### config.mk
export PLATFORM = sky130hd
export DESIGN_NAME = bus_splitter
export DESIGN_NICKNAME = d
export VERILOG_FILES = /design/src/rtl/bus_split_pkg.sv /design/src/rtl/l1_router.sv /design/src/rtl/io_leg.sv /design/src/rtl/bus_splitter.sv
export SDC_FILE = /design/constraint.sdc
export NUM_CORES = 1
export LEC_CHECK = 0
export BUFFER_PORTS_ARGS = -buffer_cell sky130_fd_sc_hd__buf_2
export CORE_AREA = 2 2 245 247
export CTS_CLUSTER_SIZE = 30
export DETAILED_ROUTE_END_ITERATION = 12
export DIE_AREA = 0 0 247 249
export GPL_TIMING_DRIVEN = 1
export PLACE_DENSITY_LB_ADDON = 0.3
export SYNTH_ARGS = -nofsm -noshare
export SYNTH_HDL_FRONTEND = slang
export SYNTH_HIERARCHICAL = 1
export SYNTH_SLANG_ARGS = --single-unit
### constraint.sdc
create_clock -name clk -period 2.9 [get_ports clk]
set_input_delay 0.58 -clock clk [delete_from_list [all_inputs] [get_ports clk]]
set_output_delay 0.58 -clock clk [all_outputs]
set_load 0.05 [all_outputs]
### src/rtl/bus_split_pkg.sv
package bus_split_pkg;
  // First-level destination, coded as the top two byte-address bits
  typedef enum logic [1:0] {
    TGT_BRAM = 2'b00,
    TGT_DRAM = 2'b01,
    TGT_NONE = 2'b10,
    TGT_IO   = 2'b11
  } tgt_e;

  // Peripheral-leg sequencer
  typedef enum logic [1:0] {
    LEG_IDLE,
    LEG_LO,
    LEG_HI,
    LEG_DONE
  } leg_e;
endpackage

### src/rtl/l1_router.sv
module l1_router
  import bus_split_pkg::*;
#(
  parameter int AW = 32,
  parameter int DW = 64
) (
  input  logic          clk,
  input  logic          rst_n,
  input  logic          m_cyc,
  input  logic          m_stb,
  input  logic [AW-1:0] m_adr,
  output logic [DW-1:0] m_rdat,
  output logic          m_ack,
  output logic          m_stall,
  output logic          bram_cyc,
  output logic          bram_stb,
  input  logic [DW-1:0] bram_rdat,
  input  logic          bram_ack,
  output logic          dram_cyc,
  output logic          dram_stb,
  input  logic [DW-1:0] dram_rdat,
  input  logic          dram_ack,
  output logic          leg_req,
  input  logic [DW-1:0] leg_rdat,
  input  logic          leg_ack,
  input  logic          leg_stall
);
  localparam int RMSB = AW - 1;
  localparam int RLSB = AW - 2;

  tgt_e tgt;
  logic none_req;
  logic none_ack_q, none_ack_d;

  assign tgt      = tgt_e'(m_adr[RMSB:RLSB]);
  assign bram_cyc = m_cyc && (tgt == TGT_BRAM);
  assign bram_stb = m_stb && (tgt == TGT_BRAM);
  assign dram_cyc = m_cyc && (tgt == TGT_DRAM);
  assign dram_stb = m_stb && (tgt == TGT_DRAM);
  assign leg_req  = m_cyc && m_stb && (tgt == TGT_IO);
  assign none_req = m_cyc && m_stb && (tgt == TGT_NONE);

  always_comb begin
    none_ack_d = none_req && !none_ack_q;
  end

  always_ff @(posedge clk or negedge rst_n) begin
    if (!rst_n) none_ack_q <= 1'b0;
    else        none_ack_q <= none_ack_d;
  end

  always_comb begin
    m_stall = 1'b0;
    unique case (tgt)
      TGT_BRAM: begin m_ack = bram_ack;   m_rdat = bram_rdat; end
      TGT_DRAM: begin m_ack = dram_ack;   m_rdat = dram_rdat; end
      TGT_IO:   begin m_ack = leg_ack;    m_rdat = leg_rdat; m_stall = leg_stall; end
      default:  begin m_ack = none_ack_q; m_rdat = '1; end
    endcase
  end


  l1_single_tgt_chk: assert property (@(posedge clk) disable iff (!rst_n)
    $onehot0({bram_stb, dram_stb, leg_req, none_req}));

  l1_none_pulse_chk: assert property (@(posedge clk) disable iff (!rst_n)
    none_ack_q |=> !none_ack_q);
endmodule

### src/rtl/io_leg.sv
module io_leg
  import bus_split_pkg::*;
#(
  parameter int NP       = 5,
  parameter int PIDX_W   = 3,
  parameter int PSEL_LSB = 12
) (
  input  logic                       clk,
  input  logic                       rst_n,
  input  logic                       req_i,
  input  logic [PSEL_LSB+PIDX_W-1:3] adr_i,
  input  logic [7:0]                 sel_i,
  input  logic                       we_i,
  input  logic [63:0]                wdat_i,
  output logic                       ack_o,
  output logic                       stall_o,
  output logic [63:0]                rdat_o,
  output logic [NP-1:0]              p_cyc_o,
  output logic [NP-1:0]              p_stb_o,
  output logic                       p_we_o,
  output logic [PSEL_LSB-1:0]        p_adr_o,
  output logic [3:0]                 p_sel_o,
  output logic [31:0]                p_wdat_o,
  input  logic [NP*32-1:0]           p_rdat_i,
  input  logic [NP-1:0]              p_ack_i
);
  localparam int OFF_W = PSEL_LSB - 3;

  leg_e                st_q, st_d;
  logic                lat_en;
  logic [PIDX_W-1:0]   idx_q;
  logic [OFF_W-1:0]    off_q;
  logic [7:0]          sel_q;
  logic                we_q;
  logic [63:0]         wdat_q;
  logic [31:0]         lo_q, lo_d;
  logic [63:0]         rd_q, rd_d;
  logic                un_ack_q, un_ack_d;
  logic                phase, hi_phase, idx_ok, ack_i;
  logic [31:0]         rd_i;
  logic                has_lo, has_hi;

  assign phase    = (st_q == LEG_LO) || (st_q == LEG_HI);
  assign hi_phase = (st_q == LEG_HI);
  assign idx_ok   = (int'(idx_q) < NP);
  assign has_lo   = |sel_q[3:0];
  assign has_hi   = |sel_q[7:4];

  // Second-level decode, one strobe per peripheral
  for (genvar i = 0; i < NP; i++) begin : g_l2
    assign p_cyc_o[i] = phase && (int'(idx_q) == i);
    assign p_stb_o[i] = phase && (int'(idx_q) == i);
  end

  always_comb begin
    ack_i = un_ack_q;
    rd_i  = '1;
    for (int i = 0; i < NP; i++) begin
      if (int'(idx_q) == i) begin
        ack_i = p_ack_i[i];
        rd_i  = p_rdat_i[i*32 +: 32];
      end
    end
  end

  assign p_we_o   = we_q;
  assign p_adr_o  = {off_q, hi_phase, 2'b00};
  assign p_sel_o  = hi_phase ? sel_q[7:4]    : sel_q[3:0];
  assign p_wdat_o = hi_phase ? wdat_q[63:32] : wdat_q[31:0];
  assign ack_o    = (st_q == LEG_DONE);
  assign rdat_o   = rd_q;
  assign stall_o  = phase || ((st_q == LEG_IDLE) && req_i);

  // Next state
  always_comb begin
    st_d     = st_q;
    lat_en   = 1'b0;
    lo_d     = lo_q;
    rd_d     = rd_q;
    un_ack_d = phase && !idx_ok && !un_ack_q;
    unique case (st_q)
      LEG_IDLE: if (req_i) begin
        lat_en = 1'b1;
        st_d   = ((|sel_i[3:0]) || !(|sel_i[7:4])) ? LEG_LO : LEG_HI;
      end
      LEG_LO: if (ack_i) begin
        lo_d = rd_i;
        rd_d = {rd_i, rd_i};
        st_d = has_hi ? LEG_HI : LEG_DONE;
      end
      LEG_HI: if (ack_i) begin
        rd_d = {rd_i, has_lo ? lo_q : rd_i};
        st_d = LEG_DONE;
      end
      default: st_d = LEG_IDLE;
    endcase
  end

  // Registers
  always_ff @(posedge clk or negedge rst_n) begin
    if (!rst_n) begin
      st_q     <= LEG_IDLE;
      un_ack_q <= 1'b0;
      idx_q    <= '0;
      off_q    <= '0;
      sel_q    <= '0;
      we_q     <= 1'b0;
      wdat_q   <= '0;
      lo_q     <= '0;
      rd_q     <= '0;
    end else begin
      st_q     <= st_d;
      un_ack_q <= un_ack_d;
      lo_q     <= lo_d;
      rd_q     <= rd_d;
      if (lat_en) begin
        idx_q  <= adr_i[PSEL_LSB+PIDX_W-1:PSEL_LSB];
        off_q  <= adr_i[PSEL_LSB-1:3];
        sel_q  <= sel_i;
        we_q   <= we_i;
        wdat_q <= wdat_i;
      end
    end
  end


  l2_onehot_chk: assert property (@(posedge clk) disable iff (!rst_n)
    $onehot0(p_cyc_o));

  leg_launch_chk: assert property (@(posedge clk) disable iff (!rst_n)
    $rose(|p_cyc_o) |-> $past(req_i));

  split_order_chk: assert property (@(posedge clk) disable iff (!rst_n)
    $rose(hi_phase) && $past(phase) |-> $past(ack_i));

  leg_ack_pulse_chk: assert property (@(posedge clk) disable iff (!rst_n)
    ack_o |=> !ack_o);
endmodule

### src/rtl/bus_splitter.sv
module bus_splitter #(
  parameter int AW       = 32,
  parameter int NP       = 5,
  parameter int PIDX_W   = 3,
  parameter int PSEL_LSB = 12
) (
  input  logic                clk,
  input  logic                rst_n,
  input  logic                m_cyc,
  input  logic                m_stb,
  input  logic                m_we,
  input  logic [AW-1:0]       m_adr,
  input  logic [7:0]          m_sel,
  input  logic [63:0]         m_wdat,
  output logic [63:0]         m_rdat,
  output logic                m_ack,
  output logic                m_stall,
  output logic [AW-1:0]       mem_adr,
  output logic                mem_we,
  output logic [7:0]          mem_sel,
  output logic [63:0]         mem_wdat,
  output logic                bram_cyc,
  output logic                bram_stb,
  input  logic [63:0]         bram_rdat,
  input  logic                bram_ack,
  output logic                dram_cyc,
  output logic                dram_stb,
  input  logic [63:0]         dram_rdat,
  input  logic                dram_ack,
  output logic [NP-1:0]       io_cyc,
  output logic [NP-1:0]       io_stb,
  output logic                io_we,
  output logic [PSEL_LSB-1:0] io_adr,
  output logic [3:0]          io_sel,
  output logic [31:0]         io_wdat,
  input  logic [NP*32-1:0]    io_rdat,
  input  logic [NP-1:0]       io_ack
);
  localparam int DW = 64;

  logic          leg_req, leg_ack, leg_stall;
  logic [DW-1:0] leg_rdat;

  assign mem_adr  = m_adr;
  assign mem_we   = m_we;
  assign mem_sel  = m_sel;
  assign mem_wdat = m_wdat;

  l1_router #(.AW(AW), .DW(DW)) u_l1 (
    .clk(clk), .rst_n(rst_n),
    .m_cyc(m_cyc), .m_stb(m_stb), .m_adr(m_adr),
    .m_rdat(m_rdat), .m_ack(m_ack), .m_stall(m_stall),
    .bram_cyc(bram_cyc), .bram_stb(bram_stb), .bram_rdat(bram_rdat), .bram_ack(bram_ack),
    .dram_cyc(dram_cyc), .dram_stb(dram_stb), .dram_rdat(dram_rdat), .dram_ack(dram_ack),
    .leg_req(leg_req), .leg_rdat(leg_rdat), .leg_ack(leg_ack), .leg_stall(leg_stall)
  );

  io_leg #(.NP(NP), .PIDX_W(PIDX_W), .PSEL_LSB(PSEL_LSB)) u_leg (
    .clk(clk), .rst_n(rst_n),
    .req_i(leg_req), .adr_i(m_adr[PSEL_LSB+PIDX_W-1:3]), .sel_i(m_sel),
    .we_i(m_we), .wdat_i(m_wdat),
    .ack_o(leg_ack), .stall_o(leg_stall), .rdat_o(leg_rdat),
    .p_cyc_o(io_cyc), .p_stb_o(io_stb), .p_we_o(io_we), .p_adr_o(io_adr),
    .p_sel_o(io_sel), .p_wdat_o(io_wdat), .p_rdat_i(io_rdat), .p_ack_i(io_ack)
  );
endmodule

-- Word-level counts from Yosys, hierarchy flattened
Cells that the tools add are included.
- register bits after elaboration: 185
- input bits: 404
- output and inout port bits: 234
- word-level logic and storage cells: 85
- $lt $le $gt $ge: 1
- equal/unequal tests: 13
- muxes and demuxes: 27
- reduce and logical (&&, ||, !) cells: 34
- operator list (operator ; number):
    2-to-1 mux 32 bit ; 7
    one-hot mux 64 bit (3 select lines) ; 1
    2-to-1 mux 64 bit ; 2
    one-hot mux 64 bit (2 select lines) ; 1
    logical AND 1 bit ; 16
    OR reduction 4 bit ; 4
    == test 3 bit, second input constant ; 3
    2-to-1 mux 1 bit ; 9
    == test 2 bit, second input constant ; 4
    2-to-1 mux 2 bit ; 4
    one-hot mux 2 bit (3 select lines) ; 1
    AND reduction 3 bit ; 2
    == test 2 x 1 -> 1 bit, second input constant ; 2
    zero test 1 bit ; 4
    zero test 2 bit ; 2
    2-to-1 mux 4 bit ; 1
    inequality test 2 x 1 -> 1 bit, second input constant ; 2
    == test 3 x 2 -> 1 bit, second input constant ; 1
    zero test 3 bit ; 1
    logical OR 1 bit ; 3
    < comparator 3 bit, second input constant ; 1
    one-hot mux 1 bit (3 select lines) ; 1
    inequality test 2 bit, second input constant ; 1
    AND reduction 2 bit ; 1
    nonzero test 2 bit ; 1

-- Logic depth before layout (Yosys ltp)
- depth after elaboration: 9
- gate-level depth with buffers: 9
- gate-level depth less buffers: 6

-- Modules after synthesis
The synthesis kept the hierarchy.
- modules (own cells, without submodules) (module ; times used ; cells each ; area an instance (µm²)):
    io_leg ; 1 ; 826 ; 9536.6
    l1_router ; 1 ; 162 ; 1808.0
    bus_splitter ; 1 ; 105 ; 788.3

-- Least setup slack after synthesis
Ideal clock, no wire load.
- kind: reg2out
- from: register u_leg.idx_q[0]
- to: output io_stb[0]
- data arrival time: 2467 ps
- required time: 2320 ps
- setup slack: -147 ps
- cell stages (with the launch flop): 7
- path buffers: 4
- cells stage by stage: dfrtp_1 -> buf_2 -> buf_2 -> buf_2 -> nand2b_1 -> nor3_1 -> buf_4
- longest elaborated chain between the ends: 2
- RTL lines (item ; line ; RTL):
    start, declared ; io_leg.sv:31 ; logic [PIDX_W-1:0] idx_q;
    start signal, assigned ; io_leg.sv:117 ; idx_q <= adr_i[PSEL_LSB+PIDX_W-1:PSEL_LSB];
    zero test 3 bit ; n/a ;
    logical AND 1 bit ; n/a ;
    end, declared ; bus_splitter.sv:31 ; output logic [NP-1:0] io_stb,
Every way passes these cells.

-- Final worst setup path
- from: register u_leg.idx_q[1]
- to: output io_cyc[3]
- longest elaborated chain between the ends: 2
- RTL lines (item ; line ; RTL):
    == test 3 bit ; io_leg.sv:51 ; assign p_cyc_o[i] = phase && (int'(idx_q) == i);
    logical AND 1 bit ; io_leg.sv:51 ;
    end, declared ; bus_splitter.sv:30 ; output logic [NP-1:0] io_cyc,
Every way passes these cells.

==> results.toml <==
[sta]
final.setup_skew_ps = 15.64
setup_viol = 0
worstMarginPinSlew_ps = 740.0
timing.slew.headroom_pct = 50.67
rsz0062_at_grt = "false"
final-max-slew-violation-count = 0
layout_min_cycle_time_ps = 2727
max_freq_mhz = 366.7
hold_violation_count_in_the_final_report = 0
layout_worst_path_cycle_share_pct = 94.04

[global_routing]
first_global_vias = 10160
grt_first_pass_wirelength_um = 64350
grt_max_degree = 86
globalRoute.totalOverflow = 0
grt.total_usage_pct = 14.43
grt_antenna_before_repair = 6

[drt]
wire_per_inst_um = 19.53
drt_drc_violations_left = 0
avgViaCountPerCell = 4.210
post_route_ant_nets = 0
final_wirelength_um = 45640
drt_pass1_iterations = 7
first_iter_violations = 373
vias = 9838

[yosys]
synth-xor-area-share_pct = 0
synthMuxAreaShare_pct = 32.76
gate_count_after_technology_mapping = 1093
yosys_most_used_dff = "sky130_fd_sc_hd__dfrtp_1"
synth-seq-area-share_pct = 38.16
count_of_different_cell_masters_after_synthesis = 45
synthAdderAreaFrac_pct = 0.4125
syn_area_per_cell_um2 = 11.10
ys_seq_elements = 185
area_share_of_and_or_nand_nor_cells_after_synthesis_pct = 5.084
synth_enable_flop_cells = 0
ys_async_sr_fraction_pct = 100.0
syn_area_mm2 = 0.01213
synth_compound_gate_area_share_pct = 9.343
yosys_warnings = 6
combinational_family_with_the_most_area_after_synthesis = "multiplexers"

[pwr]
power-per-cell-area_mw_per_mm2 = 1073
power_leakage_nw = 8.070
vdd_drop_max_mv = 0.8124

[floorplanning]
start_util_pct = 20.67
pin_count = 638
die-height_um = 249
die_area_mm2 = 0.06150
core.rowCount = 89
core_area_mm2 = 0.05869
horizontal_extent_of_the_die_um = 247

[clock_tree]
clock_sink_count = 185
clkSlewWorstSetupHoldPaths_ps = 80
post-cts-setup-buffers = 0
clock_tree_from_tritoncts = "done"
htree_levels = 4
skew_pair_late_insertion_delay_ps = 480
clockRootBuffer = "sky130_fd_sc_hd__clkbuf_16"
numCtsBuffers = 17
cts_max_path_buffers = 2

[job]
maxCapViolCount = 0

[critical_path]
crit_path_end_kind = "output pin"
crit_chain = "nor2b_4 -> buf_4 -> and3_1 -> buf_2"
critical_path_peak_fanout = 24
worstPathArrival_ps = 2150
critPathLaunchType = "flop"
crit_slowest_cell = "sky130_fd_sc_hd__dfrtp_1"
worst_ep_required_time_ps = 2320
timing.critical_path.max_delay_family = "buffers and inverters"
critical-path-max-stage-delay_ps = 550
cp_bufs_invs = 2
timing.setup.critical_path_class = "flop to output pin"

[placement]
count_of_placed_standard_cells_including_taps = 2304
hpwl_um = 35680
port_buffers = 599
post_dp_cell_area_mm2 = 0.01516
placer_s_final_routability_congestion_estimate = 0.8277

[layout]
fillcell_total = 6250
drive_above_1_share_pct = 47.28
final_cell_count_no_fill = 2337
finish.utilization_pct = 26.85
post-route-cell-area_mm2 = 0.01576
area_growth_syn_to_layout_pct = 29.87
fin_nets = 1958

[worst_hold_path]
hold_path.class = "primary input to async pin"

[run_status]
run_status = "finished, final reports clean"
area by class of cell:
type | count | area [um^2] | share of cell area, %
diodes | 1 | 2.502 | 0.01588
clock buffers | 17 | 425.4 | 2.700
clock inverters | 15 | 161.4 | 1.024
inverters | 100 | 375.4 | 2.382
multi-input cells | 620 | 5839 | 37.06
flip-flops and latches | 185 | 4633 | 29.41
well taps | 773 | 967.2 | 6.138
repair buffers | 626 | 3352 | 21.27
per-layer routing:
metal / global-route usage (%) / vias to the layer above / wire length, um
met4: 6.386 / 6 / 1613
li1: - / 4648 / -
met5: 0 / - / 41
met3: 3.965 / 59 / 3493
met1: 16.93 / 4686 / 18760
met2: 24.38 / 439 / 21730
what timing repair did:
item / CTS / global route
gates resized for setup: 1 / 0
hold buffers: 0 / 0
endpoints found under the setup margin: 2 / 0
hold endpoints to repair: 0 / 0
synth_stat cells (2+ instances only):
master	n	area share, %
sky130_fd_sc_hd__nor2_1	36	1.1
sky130_fd_sc_hd__nor3_1	2	0.083
sky130_fd_sc_hd__a21oi_1	2	0.083
sky130_fd_sc_hd__a31oi_1	32	1.6
sky130_fd_sc_hd__ha_1	4	0.41
sky130_fd_sc_hd__nor4_1	2	0.10
sky130_fd_sc_hd__or3_1	32	1.6
sky130_fd_sc_hd__clkbuf_1	23	0.71
sky130_fd_sc_hd__and3_1	3	0.15
sky130_fd_sc_hd__buf_2	22	0.91
sky130_fd_sc_hd__nor3b_1	3	0.19
sky130_fd_sc_hd__and3b_1	2	0.14
sky130_fd_sc_hd__o22a_1	64	4.6
sky130_fd_sc_hd__nor2b_1	2	0.10
sky130_fd_sc_hd__mux2_1	118	11
sky130_fd_sc_hd__nand2b_1	3	0.15
sky130_fd_sc_hd__mux2i_1	162	13
sky130_fd_sc_hd__nand2_1	34	1.1
sky130_fd_sc_hd__buf_8	12	1.5
sky130_fd_sc_hd__buf_1	9	0.28
sky130_fd_sc_hd__mux2_2	5	0.46
sky130_fd_sc_hd__mux2_4	63	7.8
sky130_fd_sc_hd__dfrtp_1	185	38
sky130_fd_sc_hd__buf_6	4	0.37
sky130_fd_sc_hd__a22oi_1	32	2.0
sky130_fd_sc_hd__buf_4	119	7.4
sky130_fd_sc_hd__inv_1	100	3.1
cells in the final DEF, fill, tap and decap left out, types with 2 or more instances in the layout:
cell type and n:
sky130_fd_sc_hd__ha_1 3, sky130_fd_sc_hd__or3_1 32, sky130_fd_sc_hd__nand2_1 33, sky130_fd_sc_hd__clkinv_8 4, sky130_fd_sc_hd__conb_1 2, sky130_fd_sc_hd__clkbuf_16 17, sky130_fd_sc_hd__nand2_4 2, sky130_fd_sc_hd__nor3b_1 3
sky130_fd_sc_hd__clkinvlp_4 2, sky130_fd_sc_hd__mux2_4 63, sky130_fd_sc_hd__dfrtp_1 184, sky130_fd_sc_hd__buf_2 596, sky130_fd_sc_hd__nor4_1 2, sky130_fd_sc_hd__and3b_1 2, sky130_fd_sc_hd__clkinv_4 2, sky130_fd_sc_hd__a22oi_1 32
sky130_fd_sc_hd__nand2b_1 2, sky130_fd_sc_hd__mux2_2 5, sky130_fd_sc_hd__inv_1 100, sky130_fd_sc_hd__mux2i_1 162, sky130_fd_sc_hd__a31oi_1 32, sky130_fd_sc_hd__a21boi_4 2, sky130_fd_sc_hd__and3_1 3, sky130_fd_sc_hd__a21oi_1 2
sky130_fd_sc_hd__mux2_1 118, sky130_fd_sc_hd__clkinv_2 2, sky130_fd_sc_hd__nor2_1 35, sky130_fd_sc_hd__inv_8 4, sky130_fd_sc_hd__buf_12 11, sky130_fd_sc_hd__nor3_1 2, sky130_fd_sc_hd__o22a_1 64, sky130_fd_sc_hd__buf_4 18
worst paths after layout:
| path | start | to | slack, ps | cells past startpoint |
|---|---|---|---|---|
| max | u_leg/idx_q[1] | io_cyc[3] | 170 | 4 |
| min | rst_n | u_leg/rdat_o[57] | 60 | 1 |
| max reg2reg | u_leg/st_q[0] | u_leg/rdat_o[40] | 600 | 7 |
| min reg2reg | u_l1/none_ack_q | u_l1/none_ack_q | 440 | 1 |
| max in group asynchronous | rst_n | u_leg/off_q[6] | 2120 | 2 |
| min in group clk | m_wdat[57] | u_leg/wdat_q[57] | 320 | 2 |
worst register-to-register path, stage by stage, from the launching register on:
cell                       delay [ps]
sky130_fd_sc_hd__dfrtp_1          420
sky130_fd_sc_hd__inv_1            110
sky130_fd_sc_hd__ha_2             200
sky130_fd_sc_hd__buf_12           250
sky130_fd_sc_hd__or2_2            190
sky130_fd_sc_hd__a21boi_4         350
sky130_fd_sc_hd__buf_4            430
sky130_fd_sc_hd__mux2i_1          270
logic make-up after synthesis:
| kind of cell | Yosys count |
|---|---|
| muxes | 349 |
| buffers and inverters | 289 |
| DFF | 185 |
| AOI/OAI and AO/OA | 141 |
| and+or+nand+nor | 124 |
| adders and majority gates | 4 |
| other | 1 |
metrics by stage:
stage	setup slack [ps]	total power, mW	hold WS [ps]	setup TNS, ps
final	172.8	16.91	57.90	0
after global routing	75.59	18.06	65.47	0
after CTS	118.1	17.22	36.74	0
after detailed placement	387.9	14.73	422.7	0
after global placement	375.9	14.59	418.4	0
after floorplan	-146.9	12.10	284.4	-293.8
state kept, by name, summed over array words and instances (netlist names):
register	cells
u_leg/off_q	9
u_leg/un_ack_q	1
u_leg/rdat_o	64
u_leg/wdat_q	64
u_leg/idx_q	3
u_leg/st_q	2
u_leg/p_we_o	1
u_l1/none_ack_q	1
u_leg/sel_q	8
u_leg/lo_q	32
power breakdown:
part / switching (mW) / total (mW) / internal (mW)
combinational: 6.43 / 9.82 / 3.39
clock: 1.23 / 2.37 / 1.15
sequential: 0.816 / 4.72 / 3.91
No activity file was read; power rests on OpenSTA's default activity.
